===== src/rtl/bank_seq_pkg.sv =====
package bank_seq_pkg;
   typedef enum logic [2:0] {
      CMD_NOP = 3'd0,
      CMD_ACT = 3'd1,
      CMD_RD  = 3'd2,
      CMD_WR  = 3'd3,
      CMD_PRE = 3'd4
   } bank_cmd_e;

   typedef enum logic [2:0] {
      ST_IDLE,
      ST_PRE,
      ST_ACT,
      ST_COL,
      ST_DATA
   } seq_state_e;

   // timer slots
   localparam int unsigned TMR_RP  = 0;
   localparam int unsigned TMR_RCD = 1;
   localparam int unsigned TMR_CL  = 2;
   localparam int unsigned TMR_N   = 3;
endpackage


===== src/rtl/bank_gap_timer.sv =====
// Down counter guarding one inter-command gap. Loaded with GAP-1 in the
// command cycle, so "expired" is true again exactly GAP cycles later.
module bank_gap_timer #(
   parameter int unsigned GAP = 3
) (
   input  logic clk,
   input  logic rst_n,
   input  logic load,
   output logic expired
);
   localparam int unsigned CW = (GAP < 2) ? 1 : $clog2(GAP + 1);

   if (GAP < 1) begin : g_bad_gap
      $error("bank_gap_timer: GAP must be at least 1");
   end

   logic [CW-1:0] cnt_q;

   always_ff @(posedge clk) begin
      if (!rst_n)
         cnt_q <= '0;
      else if (load)
         cnt_q <= CW'(GAP - 1);
      else if (cnt_q != '0)
         cnt_q <= cnt_q - 1'b1;
   end

   assign expired = (cnt_q == '0);

   // a gap is only restarted once the previous one has run out
   p_reload_expired_r3: assert property (@(posedge clk) disable iff (!rst_n)
      load |-> expired);
endmodule


===== src/rtl/bank_row_track.sv =====
// Remembers which row is latched in the sense amplifiers.
module bank_row_track #(
   parameter int unsigned ROW_W = 12
) (
   input  logic             clk,
   input  logic             rst_n,
   input  logic             open_set,
   input  logic             close,
   input  logic [ROW_W-1:0] set_row,
   input  logic [ROW_W-1:0] probe_row,
   output logic             is_open,
   output logic             hit
);
   logic [ROW_W-1:0] row_q;

   always_ff @(posedge clk) begin
      if (!rst_n) begin
         is_open <= 1'b0;
         row_q   <= '0;
      end else if (close) begin
         is_open <= 1'b0;
      end else if (open_set) begin
         is_open <= 1'b1;
         row_q   <= set_row;
      end
   end

   assign hit = is_open && (row_q == probe_row);

   // a row is only opened once the bank holds no open row
   p_act_on_closed_r7: assert property (@(posedge clk) disable iff (!rst_n)
      open_set |-> !is_open);
   // close and open never coincide
   p_set_close_excl_r7: assert property (@(posedge clk) disable iff (!rst_n)
      !(open_set && close));
endmodule


===== src/rtl/bank_seq.sv =====
module bank_seq
   import bank_seq_pkg::*;
#(
   parameter int unsigned ROW_W = 12,
   parameter int unsigned COL_W = 8,
   parameter int unsigned T_RCD = 3,
   parameter int unsigned T_CL  = 2,
   parameter int unsigned T_RP  = 4,
   localparam int unsigned ADDR_W = (ROW_W > COL_W) ? ROW_W : COL_W
) (
   input  logic              clk,
   input  logic              rst_n,
   input  logic              req_valid,
   output logic              req_ready,
   input  logic              req_write,
   input  logic [ROW_W-1:0]  req_row,
   input  logic [COL_W-1:0]  req_col,
   output logic [2:0]        cmd_o,
   output logic [ADDR_W-1:0] addr_o,
   output logic              rd_valid_o,
   output logic              done_o
);
   localparam int unsigned GAPS [TMR_N] = '{T_RP, T_RCD, T_CL};
   localparam int unsigned SINCE_W = 16;

   if (ROW_W < 1 || COL_W < 1) begin : g_bad_width
      $error("bank_seq: address widths must be at least 1");
   end
   if (T_RCD < 1 || T_CL < 1 || T_RP < 1) begin : g_bad_gap
      $error("bank_seq: every gap must be at least one cycle");
   end
   if (T_RCD > 1000 || T_CL > 1000 || T_RP > 1000) begin : g_big_gap
      $error("bank_seq: gaps above 1000 cycles are not supported");
   end

   seq_state_e       state_q, state_d;
   bank_cmd_e        cmd;
   logic [ROW_W-1:0] row_q;
   logic [COL_W-1:0] col_q;
   logic             wr_q;
   logic [TMR_N-1:0] tload, texp;
   logic             act_fire, pre_fire;
   logic             row_open, row_hit;
   logic             accept;

   for (genvar g = 0; g < TMR_N; g++) begin : g_tmr
      bank_gap_timer #(.GAP(GAPS[g])) i_tmr (
         .clk     (clk),
         .rst_n   (rst_n),
         .load    (tload[g]),
         .expired (texp[g])
      );
   end

   bank_row_track #(.ROW_W(ROW_W)) i_track (
      .clk       (clk),
      .rst_n     (rst_n),
      .open_set  (act_fire),
      .close     (pre_fire),
      .set_row   (row_q),
      .probe_row (req_row),
      .is_open   (row_open),
      .hit       (row_hit)
   );

   assign accept = req_ready && req_valid;

   always_ff @(posedge clk) begin
      if (!rst_n) begin
         state_q <= ST_IDLE;
         row_q   <= '0;
         col_q   <= '0;
         wr_q    <= 1'b0;
      end else begin
         state_q <= state_d;
         if (accept) begin
            row_q <= req_row;
            col_q <= req_col;
            wr_q  <= req_write;
         end
      end
   end

   always_comb begin
      state_d    = state_q;
      cmd        = CMD_NOP;
      addr_o     = '0;
      tload      = '0;
      act_fire   = 1'b0;
      pre_fire   = 1'b0;
      req_ready  = 1'b0;
      rd_valid_o = 1'b0;
      done_o     = 1'b0;
      unique case (state_q)
         ST_IDLE: begin
            req_ready = 1'b1;
            if (req_valid)
               state_d = !row_open ? ST_ACT : (row_hit ? ST_COL : ST_PRE);
         end
         ST_PRE: begin
            cmd            = CMD_PRE;
            tload[TMR_RP]  = 1'b1;
            pre_fire       = 1'b1;
            state_d        = ST_ACT;
         end
         ST_ACT: begin
            if (texp[TMR_RP]) begin
               cmd            = CMD_ACT;
               addr_o         = ADDR_W'(row_q);
               tload[TMR_RCD] = 1'b1;
               act_fire       = 1'b1;
               state_d        = ST_COL;
            end
         end
         ST_COL: begin
            if (texp[TMR_RCD]) begin
               cmd           = wr_q ? CMD_WR : CMD_RD;
               addr_o        = ADDR_W'(col_q);
               tload[TMR_CL] = 1'b1;
               state_d       = ST_DATA;
            end
         end
         ST_DATA: begin
            if (texp[TMR_CL]) begin
               done_o     = 1'b1;
               rd_valid_o = !wr_q;
               state_d    = ST_IDLE;
            end
         end
         default: state_d = ST_IDLE;
      endcase
   end

   assign cmd_o = cmd;

   // ---------------- assertion support: cycles since each command --------
   logic [SINCE_W-1:0] since_act, since_pre, since_col;
   logic               is_col;

   assign is_col = (cmd_o == CMD_RD) || (cmd_o == CMD_WR);

   always_ff @(posedge clk) begin
      if (!rst_n) begin
         since_act <= '1;
         since_pre <= '1;
         since_col <= '1;
      end else begin
         if (cmd_o == CMD_ACT)     since_act <= SINCE_W'(1);
         else if (since_act != '1) since_act <= since_act + 1'b1;
         if (cmd_o == CMD_PRE)     since_pre <= SINCE_W'(1);
         else if (since_pre != '1) since_pre <= since_pre + 1'b1;
         if (is_col)               since_col <= SINCE_W'(1);
         else if (since_col != '1) since_col <= since_col + 1'b1;
      end
   end

   p_rcd_gap_r3: assert property (@(posedge clk) disable iff (!rst_n)
      is_col |-> (since_act >= SINCE_W'(T_RCD)));
   p_cl_gap_r4: assert property (@(posedge clk) disable iff (!rst_n)
      done_o |-> (since_col == SINCE_W'(T_CL)));
   p_rp_gap_r5: assert property (@(posedge clk) disable iff (!rst_n)
      (cmd_o == CMD_ACT) |-> (since_pre >= SINCE_W'(T_RP)));
   p_hit_col_next_r6: assert property (@(posedge clk) disable iff (!rst_n)
      (accept && row_hit) |=> is_col);
   p_idle_quiet_r8: assert property (@(posedge clk) disable iff (!rst_n)
      req_ready |-> (cmd_o == CMD_NOP));
   p_rdv_in_done_r9: assert property (@(posedge clk) disable iff (!rst_n)
      rd_valid_o |-> (done_o && !wr_q));
   p_nop_addr_zero_r10: assert property (@(posedge clk) disable iff (!rst_n)
      ((cmd_o == CMD_NOP) || (cmd_o == CMD_PRE)) |-> (addr_o == '0));
endmodule


===== config.mk =====
export PLATFORM = sky130hd
export DESIGN_NAME = bank_seq
export DESIGN_NICKNAME = d
export VERILOG_FILES = /design/src/rtl/bank_seq_pkg.sv /design/src/rtl/bank_gap_timer.sv /design/src/rtl/bank_row_track.sv /design/src/rtl/bank_seq.sv
export SDC_FILE = /design/constraint.sdc
export NUM_CORES = 1
export LEC_CHECK = 0
export BUFFER_PORTS_ARGS = -buffer_cell sky130_fd_sc_hd__buf_2
export CAP_MARGIN = 10
export CORE_ASPECT_RATIO = 0.75
export CORE_MARGIN = 2
export CORE_UTILIZATION = 38
export CTS_BUF_LIST = sky130_fd_sc_hd__clkbuf_8
export DETAILED_ROUTE_END_ITERATION = 10
export PLACE_DENSITY = 0.64
export SLEW_MARGIN = 20
export SYNTH_ARGS = -nofsm -noshare
export SYNTH_HDL_FRONTEND = slang
export SYNTH_SLANG_ARGS = --single-unit

===== constraint.sdc =====
create_clock -name clk -period 5.2 [get_ports clk]
set_clock_uncertainty 0.2 [all_clocks]
set_input_delay 1.3 -clock clk [delete_from_list [all_inputs] [get_ports clk]]
set_output_delay 1.3 -clock clk [all_outputs]
set_load 0.02 [all_outputs]

# After elaboration in Yosys (flattened, before gate mapping)

Cells that the tools add are included.

Bitwise gates (word level): 2
Reduce and logical (&&, ||, !) cells: 18
Multiply operators: 0
Div/mod/pow operators: 0
$add $sub $neg: 3
Eq/ne operators: 9
Muxes and demuxes: 30
Order comparisons: 0
Shift operators: 0

Operators by type and width:

| operator                                              | number |
|---|---|
| one-hot mux 12 bit (2 select lines)                   | 1 |
| one-hot mux 3 bit (5 select lines)                    | 1 |
| two-way mux 1 bit                                     | 14 |
| two-way mux 2 bit                                     | 7 |
| equality test 12 bit                                  | 1 |
| two-way mux 12 bit                                    | 1 |
| two-way mux 3 bit                                     | 4 |
| nonzero test 2 bit                                    | 5 |
| one-hot mux 3 bit (3 select lines)                    | 1 |
| two-way mux 8 bit                                     | 1 |
| equality test 3 x 2 -> 1 bit, second input constant   | 2 |
| logical NOT 3 bit                                     | 2 |
| inequality test 2 x 1 -> 1 bit, second input constant | 3 |
| OR reduction 2 bit                                    | 3 |
| logical NOT 2 bit                                     | 2 |
| AND reduction 4 bit                                   | 1 |
| subtractor 2 x 1 -> 2 bit, second input constant      | 2 |
| equality test 3 x 1 -> 1 bit, second input constant   | 1 |
| equality test 3 bit, second input constant            | 1 |
| nonzero test 3 bit                                    | 1 |
| subtractor 3 x 1 -> 3 bit, second input constant      | 1 |
| logical AND 1 bit                                     | 2 |
| inequality test 2 bit, second input constant          | 1 |
| NOT 1 bit                                             | 2 |
| 2 further kinds                                       | 2 |

Output and inout port bits: 18
Input port bits: 24
ROM bits: 0
Memories: 0
Word-level logic and storage cells: 74
Bits in writable memories: 0
Bits in latches: 0
Flip-flop bits (word level): 44

# Longest topological paths before layout

Gate-level depths: netlist of run 1.

Word-level depth: 6
Gate-level depth with buffers: 7
Depth with buffers taken out: 6

# By module

A second synthesis of run 1 with hierarchy kept.

Cell total of the unflattened synthesis: 245
Area total of the unflattened synthesis: 2134.5 µm²

Modules (own cells, without submodules):

| module                          | instances | seq. area each (µm²) | area an instance (µm²) | cells an instance |
|---|---|---|---|---|
| bank_seq                        | 1         | 480.5                | 1159.9                 | 137 |
| bank_row_track                  | 1         | 260.2                | 614.3                  | 73 |
| bank_gap_timer (g_tmr[0].i_tmr) | 1         | 60.1                 | 178.9                  | 18 |
| bank_gap_timer (g_tmr[2].i_tmr) | 1         | 40.0                 | 113.9                  | 11 |
| bank_gap_timer (g_tmr[1].i_tmr) | 1         | 40.0                 | 67.6                   | 6 |

# Worst setup path before layout of run 1

Ideal clock, no wire load.

Kind: register to output
Start: reg g_tmr[0].i_tmr.cnt_q[0]
End: out addr_o[0]
Slack: 2248 ps
Cell stages (with the launch flop): 7
Arrival: 1452 ps
Buffers on the path: 1
Data required time: 3700 ps
Cell sequence: dfxtp_1 -> inv_1 -> ha_1 -> nand2b_4 -> nor4b_4 -> buf_4 -> a22o_1

Cells in the longest elaborated chain, start to end: 3

Ends and longest elaborated chain:

| what                                | line                 | RTL |
|---|---|---|
| from (decl)                         | bank_gap_timer.sv:17 | `logic [CW-1:0] cnt_q;` |
| from (signal assigned)              | bank_gap_timer.sv:23 | `cnt_q <= CW'(GAP - 1);` |
| from (signal assigned)              | bank_gap_timer.sv:25 | `cnt_q <= cnt_q - 1'b1;` |
| logical NOT 3 bit                   | bank_gap_timer.sv:28 | `assign expired = (cnt_q == '0);` |
| two-way mux 12 bit                  | bank_seq.sv:107      | `if (texp[TMR_RP]) begin` |
| one-hot mux 12 bit (2 select lines) | bank_seq.sv:94       | `unique case (state_q)` |
| to (decl)                           | bank_seq.sv:19       | `output logic [ADDR_W-1:0] addr_o,` |

No other way between the ends.

# Worst setup path after layout of run 1

Ends and elaborated chain as after synthesis.

==> impl_metrics.json, run 1 <==
{
  "die_width_microns": 88.5,
  "synth_enable_flop_cells": 0,
  "hold_start": "row_q[8]",
  "cts.sinks": 44,
  "holdCritPathClass": "register to register",
  "dpl.hpwl_mm": 3.00,
  "critPathLaunchType": "register",
  "viasPerCell": 4.70,
  "grt_max_degree": 43,
  "cts_resized": 0,
  "share_clk_of_total_power_pct": 24.2,
  "drt_first_pass_iters": 4,
  "power.static_leakage_nw": 1.04,
  "stdcell_area_sq_mm": 0.00236,
  "power.density_cell_area_mw_per_mm2": 399,
  "critPathCapture": "addr_o[0]",
  "initial_utilization_pct": 38.7,
  "slew_headroom_pct": 35.7,
  "capture_point_of_the_worst_reg_to_reg_path": "i_track.row_q[9]",
  "yosys_warnings": 0,
  "power.sequential.fraction_pct": 44.9,
  "placement.io_buffers": 41,
  "via_count": 1656,
  "antenna_found_initial": 0,
  "finalCritPeriodShare_pct": 70.6,
  "post_synth.cell_area_avg_sq_um": 8.42,
  "post_route_cells_drive_above_1_share_pct": 19.5,
  "fin_crit_ns": 3.67,
  "r2r_start": "g_tmr[0].i_tmr.cnt_q[0]",
  "holdPathStages": 2,
  "route.final.wire_length_mm": 4.36,
  "cell_count_after_synthesis": 242,
  "die_footprint_sq_mm": 0.00597,
  "fin_worst_hold_slack_ns": 0.259,
  "rsz0062_at_grt": "no",
  "maximum_clock_path_buffer_count": 2,
  "layout-area-overhead-vs-synth_pct": 15.8,
  "synth_seq_area_share_pct": 43.2,
  "worstSetupPathType": "register to output port",
  "total_switching_power_mw": 0.324,
  "post-route-util_pct": 44.8,
  "setup_tns_ns": 0,
  "netlist_area_sq_mm": 0.00204,
  "io_pins": 42,
  "floorplan.core_area_sq_mm": 0.00527,
  "max_freq_mhz": 272,
  "number_of_global_route_vias_before_repair": 1434,
  "tightestPinTransition_ns": 0.961,
  "postCtsSetupRepairBufs": 0,
  "cp_data_required_time_ns": 3.70,
  "grt_usage_pct": 15.7,
  "number_of_inserted_diodes": 0,
  "irDropWorstVdd_mv": 0.170,
  "timing.critical_path.slowest_cell_delay_ns": 0.49,
  "r2r.worst_path.cells": 7,
  "worst_setup_path_startpoint": "g_tmr[0].i_tmr.cnt_q[0]",
  "critPathSlowestCell": "sky130_fd_sc_hd__nor4b_4",
  "cts.clk_slew.worst_paths_ns": 0.08,
  "grt_remaining_overflow": 0,
  "critical_path.cell_chain": "inv_1, ha_1, nand2b_4, nor4b_4, buf_4, a22o_1, buf_2",
  "nets_finish": 304,
  "gp_routability_congestion": 0.717,
  "cell_internal_pwr_mw": 0.619,
  "regToRegSetupSlack_ns": 3.18,
  "share_comb_of_total_power_pct": 30.8,
  "synth.distinct_cells": 36,
  "arrival_ns": 2.17,
  "clk_root_buffer_cell": "sky130_fd_sc_hd__clkbuf_8",
  "async_reset_ff_share_pct": 0,
  "rows": 23,
  "synthFlopType": "sky130_fd_sc_hd__dfxtp_1",
  "first_pass_grt_wire_length_mm": 7.02,
  "timing.final.hold_violations": 0,
  "clk_lat_worst_skew_ns": 0.29,
  "tritoncts": "done",
  "antenna_violating_nets_post_route": 0,
  "hold_buffers": 0,
  "synthesis.nets": 269,
  "cts-buffers-inserted": 5,
  "detailed_place.area_sq_mm": 0.00226,
  "report.final.setup_viol": 0,
  "slew_viol_final": 0,
  "wl_per_cell_microns": 12.4,
  "setup.worst_path.end_class": "output port",
  "crit_path_max_fanout": 16,
  "run_status": "complete, no violations",
  "initialDrtViolationCount": 93,
  "floorplan_die_height_microns": 67.4,
  "drc": 0,
  "synth_seq_cells": 44,
  "maxCapViolations": 0,
  "h_tree_depth": 2,
  "sw_frac_of_total_pct": 34.4
}
## per-stage QoR
step           std cells  total power [mW]  setup WS, ns
6_report             352             0.942          1.53
5_1_grt              352              1.01          1.31
4_1_cts              352             0.954          1.51
3_5_place_dp         345             0.727          1.83
3_3_place_gp         345             0.720          1.86
2_1_floorplan        242             0.663          2.25
## cells in the final DEF, fill, tap and decap left out, drive strengths merged
cell type and instances:
nand2 73, dfxtp 44, buf 42, a21boi 34
xor2 12, nor2 11, inv 10, a22o 8
clkbuf 7, o21a 4, nor4 3, o21ai 3
ha 3, nand2b 3, nor3 3, xnor2 2
a21oi 2, nor3b 1, nor4b 1, nand3 1
a21o 1, and3 1, nor2b 1, or4b 1
a311oi 1, nand4 1, a31oi 1, o31ai 1
a32oi 1, and2 1
## how the worst min path moves through the flow
stage / slack, ns / end
floorplan: 0.24 / row_q[8]
global placement: 0.24 / row_q[8]
detailed placement: 0.25 / row_q[8]
CTS: 0.26 / row_q[8]
global route: 0.27 / row_q[8]
finish: 0.26 / row_q[8]
## layout make-up
| type | count | area [sq um] |
|---|---|---|
| fill | 543 | 2910 |
| clock buffer | 7 | 96.3 |
| timing repair buffer | 42 | 213 |
| inverter | 10 | 37.5 |
| multi-input combinational | 174 | 1040 |
| sequential | 44 | 881 |
| tap | 75 | 93.8 |
## kinds of logic (layout without fill, tap and decap cells)
family	count (synthesis)	in the layout	share of synthesized area, %
AOI/OAI and AO/OA	56	56	20.8
xor gates and xnor gates	14	14	6.02
adders and majority gates	3	3	1.84
buffers and inverters	24	59	5.77
DFF	44	44	43.2
and+or+nand+nor	101	101	22.4
## state kept, by name (all words and copies together) (netlist names)
register,count
col_q,8
g_tmr.i_tmr.cnt_q,7
i_track.is_open,1
i_track.row_q,12
row_q,12
state_q,3
wr_q,1
## routing by layer
layer  share of wire (%)  global-route usage, %  vias to the layer above
li1                    -                      -                      866
met5                   0                      0                        -
met2                  43                   23.2                       40
met4                0.57                   3.98                        0
met3                 6.9                   6.11                        4
met1                  50                   21.5                      746
## critical path: cells and delay by family (launching register included)
kind	cells	cell delay (ns)
adders and majority gates	1	0.22
AOI/OAI and AO/OA	1	0.18
and+or+nand+nor	2	0.59
DFF	1	0.30
buffers and inverters	3	0.59
## power by group through the flow
| stage | clock, mW | combinational [mW] | sequential [mW] |
|---|---|---|---|
| 6_report | 0.228 | 0.290 | 0.424 |
| 5_1_grt | 0.254 | 0.327 | 0.431 |
| 4_1_cts | 0.234 | 0.296 | 0.424 |
| 3_5_place_dp | 0 | 0.295 | 0.432 |
| 3_3_place_gp | 0 | 0.289 | 0.431 |
| 2_1_floorplan | 0 | 0.248 | 0.415 |
## cells in the mapped netlist, types with 2 or more instances
| library cell | number | share of area, % |
|---|---|---|
| sky130_fd_sc_hd__a21oi_1 | 2 | 0.49 |
| sky130_fd_sc_hd__buf_6 | 2 | 1.1 |
| sky130_fd_sc_hd__clkbuf_1 | 6 | 1.1 |
| sky130_fd_sc_hd__nand2b_1 | 2 | 0.61 |
| sky130_fd_sc_hd__nand2_1 | 73 | 13 |
| sky130_fd_sc_hd__dfxtp_1 | 44 | 43 |
| sky130_fd_sc_hd__o21a_1 | 4 | 1.5 |
| sky130_fd_sc_hd__buf_2 | 4 | 0.98 |
| sky130_fd_sc_hd__o21ai_0 | 3 | 0.74 |
| sky130_fd_sc_hd__xor2_1 | 12 | 5.2 |
| sky130_fd_sc_hd__inv_1 | 10 | 1.8 |
| sky130_fd_sc_hd__nor3_1 | 2 | 0.49 |
| sky130_fd_sc_hd__xnor2_1 | 2 | 0.86 |
| sky130_fd_sc_hd__a21boi_1 | 13 | 4.8 |
| sky130_fd_sc_hd__a22o_1 | 8 | 3.4 |
| sky130_fd_sc_hd__buf_4 | 2 | 0.74 |
| sky130_fd_sc_hd__nor4_1 | 3 | 0.92 |
| sky130_fd_sc_hd__a21boi_0 | 20 | 7.4 |
| sky130_fd_sc_hd__ha_1 | 3 | 1.8 |
| sky130_fd_sc_hd__nor2_1 | 11 | 2.0 |
Power figures use the tool's default switching activity.
==> inputs of run 2 (changes only) <==
clock period = 3.8 ns   (was 5.2 ns; I/O delays follow)
==> run 2 against run 1 <==
Net effect: cell count up 0.57%; core utilization down 0.071 points; register-to-register slack lost 1.3 ns; worst hold slack better by 0.00094 ns; clock-buffer cell count is 2 lower; first-iteration DRC count up 28%; die area stayed put; sequential share of layout area grew 0.059 points; critical endpoint is now addr_o[6]; highest routed layer unchanged.
==> impl_metrics.json, run 2 (synthesis results as in run 1) <==
{
  "run_status": "complete, no violations",
  "viasPerCell": 4.70,
  "share_clk_of_total_power_pct": 21.6,
  "finalCritPeriodShare_pct": 80.7,
  "number_of_inserted_diodes": 0,
  "r2r.worst_path.cells": 4,
  "reg_top3": "i_track.row_q (12), row_q (12), col_q (8)",
  "timing.final.hold_violations": 0,
  "share_comb_of_total_power_pct": 32.3,
  "floorplan_die_height_microns": 67.4,
  "critical_path.cell_chain": "inv_1, ha_1, nand2b_4, nor4b_4, buf_4, a22o_1, buf_2",
  "die_width_microns": 88.5,
  "clk_lat_worst_skew_ns": 0.29,
  "critPathLaunchType": "register",
  "grt_max_degree": 43,
  "holdPathStages": 2,
  "timing.critical_path.slowest_cell_delay_ns": 0.30,
  "rows": 23,
  "crit_path_max_fanout": 16,
  "initialDrtViolationCount": 119,
  "antenna_violating_nets_post_route": 0,
  "regToRegSetupSlack_ns": 1.85,
  "arrival_ns": 1.92,
  "cts_resized": 0,
  "leading_cell_type_in_the_layout_fill_and_taps_excluded": "sky130_fd_sc_hd__nand2_1",
  "nets_finish": 306,
  "cts.clk_slew.worst_paths_ns": 0.08,
  "slew_headroom_pct": 45.6,
  "max_freq_mhz": 326,
  "layout-area-overhead-vs-synth_pct": 15.7,
  "critical_path_depth": 7,
  "cp_data_required_time_ns": 2.65,
  "power.density_cell_area_mw_per_mm2": 534,
  "clk_root_buffer_cell": "sky130_fd_sc_hd__clkbuf_8",
  "total_switching_power_mw": 0.445,
  "critPathSlowestCell": "sky130_fd_sc_hd__dfxtp_1",
  "placement.io_buffers": 41,
  "power.sequential.fraction_pct": 46.2,
  "sw_frac_of_total_pct": 35.4,
  "post_route_cells_drive_above_1_share_pct": 19.7,
  "route.final.wire_length_mm": 4.45,
  "tightestPinTransition_ns": 0.816,
  "cts-buffers-inserted": 5,
  "fin_crit_ns": 3.07,
  "grt_usage_pct": 17.0,
  "number_of_global_route_vias_before_repair": 1556,
  "report.final.setup_viol": 0,
  "dpl.hpwl_mm": 3.02,
  "slew_viol_final": 0,
  "maximum_clock_path_buffer_count": 2,
  "power.static_leakage_nw": 1.04,
  "holdCritPathClass": "register to register",
  "setup.worst_path.end_class": "output port",
  "gp_routability_congestion": 0.722,
  "timing.critical_path.buf_inv": 3,
  "die_footprint_sq_mm": 0.00597,
  "layout_common_cells": "73 x sky130_fd_sc_hd__nand2_1, 44 x sky130_fd_sc_hd__dfxtp_1, 41 x sky130_fd_sc_hd__buf_2",
  "drc": 0,
  "setup_tns_ns": 0,
  "first_pass_grt_wire_length_mm": 7.58,
  "irDropWorstVdd_mv": 0.165,
  "via_count": 1663,
  "h_tree_depth": 2,
  "grt_remaining_overflow": 0,
  "worstSetupPathType": "register to output port",
  "rsz0062_at_grt": "no",
  "post-layout-total-power_mw": 1.26,
  "drt_first_pass_iters": 4,
  "hold_buffers": 0,
  "io_pins": 42,
  "worst_path_dominant_cell_family": "buffers and inverters",
  "fillerInstances": 536,
  "cell_internal_pwr_mw": 0.812,
  "wl_per_cell_microns": 12.6,
  "tritoncts": "done",
  "postCtsSetupRepairBufs": 0,
  "maxCapViolations": 0,
  "floorplan.core_area_sq_mm": 0.00527,
  "initial_utilization_pct": 38.7,
  "cts.sinks": 44,
  "antenna_found_initial": 0
}
## run 2: cell count changes in the layout (fill, tap and decap cells not counted)
cell and delta:
sky130_fd_sc_hd__buf_4 +2, sky130_fd_sc_hd__clkbuf_8 -2, sky130_fd_sc_hd__clkinv_2 +1, sky130_fd_sc_hd__inv_1 +1
## run 2: area by class of cell
cell class,count,area (sq um),share of cell area (%)
flip-flops and latches,44,881,37.4
clock inverters,2,8.76,0.372
multi-input cells,174,1040,44.1
repair buffers,44,228,9.67
well taps,75,93.8,3.98
inverters,10,37.5,1.59
clock buffers,5,68.8,2.92
## run 2: routing by layer
metal  GRT usage [%]  wire length, microns
met4            5.11                    52
met1            22.6                  2180
met5               0                     0
met2            25.8                  1960
met3            6.23                   256
## run 2: power by group through the flow
stage	Combinational (mW)	Clock (mW)	Sequential, mW
after CTS	0.412	0.285	0.581
after detailed placement	0.411	0	0.591
final	0.405	0.271	0.580
after floorplan	0.340	0	0.568
after global placement	0.406	0	0.590
after global routing	0.461	0.309	0.591
## run 2: final timing paths
kind	startpoint	to
hold / removal	row_q[8]	row_q[8]
hold reg to reg	row_q[8]	row_q[8]
setup reg to reg	state_q[0]	col_q[3]
setup / recovery	g_tmr[0].i_tmr.cnt_q[0]	addr_o[6]
## run 2: per-stage QoR
stage	cell area (sq um)	util [%]	hold WS [ns]	worst slack (ns)	cells
final	2360	44.7	0.260	0.732	354
after CTS	2360	44.7	0.259	0.710	354
after global placement	2280	43.3	0.243	1.12	347
after detailed placement	2280	43.3	0.247	1.06	347
after floorplan	2040	-	0.235	1.20	242
after global routing	2360	44.7	0.282	0.618	354
## run 2: worst reg2reg max path, cell delays in order, from the launching register on
cell and delay, ns:
sky130_fd_sc_hd__dfxtp_1 0.43, sky130_fd_sc_hd__nor3_2 0.24, sky130_fd_sc_hd__and2_1 0.69, sky130_fd_sc_hd__nand2_1 0.15, sky130_fd_sc_hd__a21boi_0 0.17
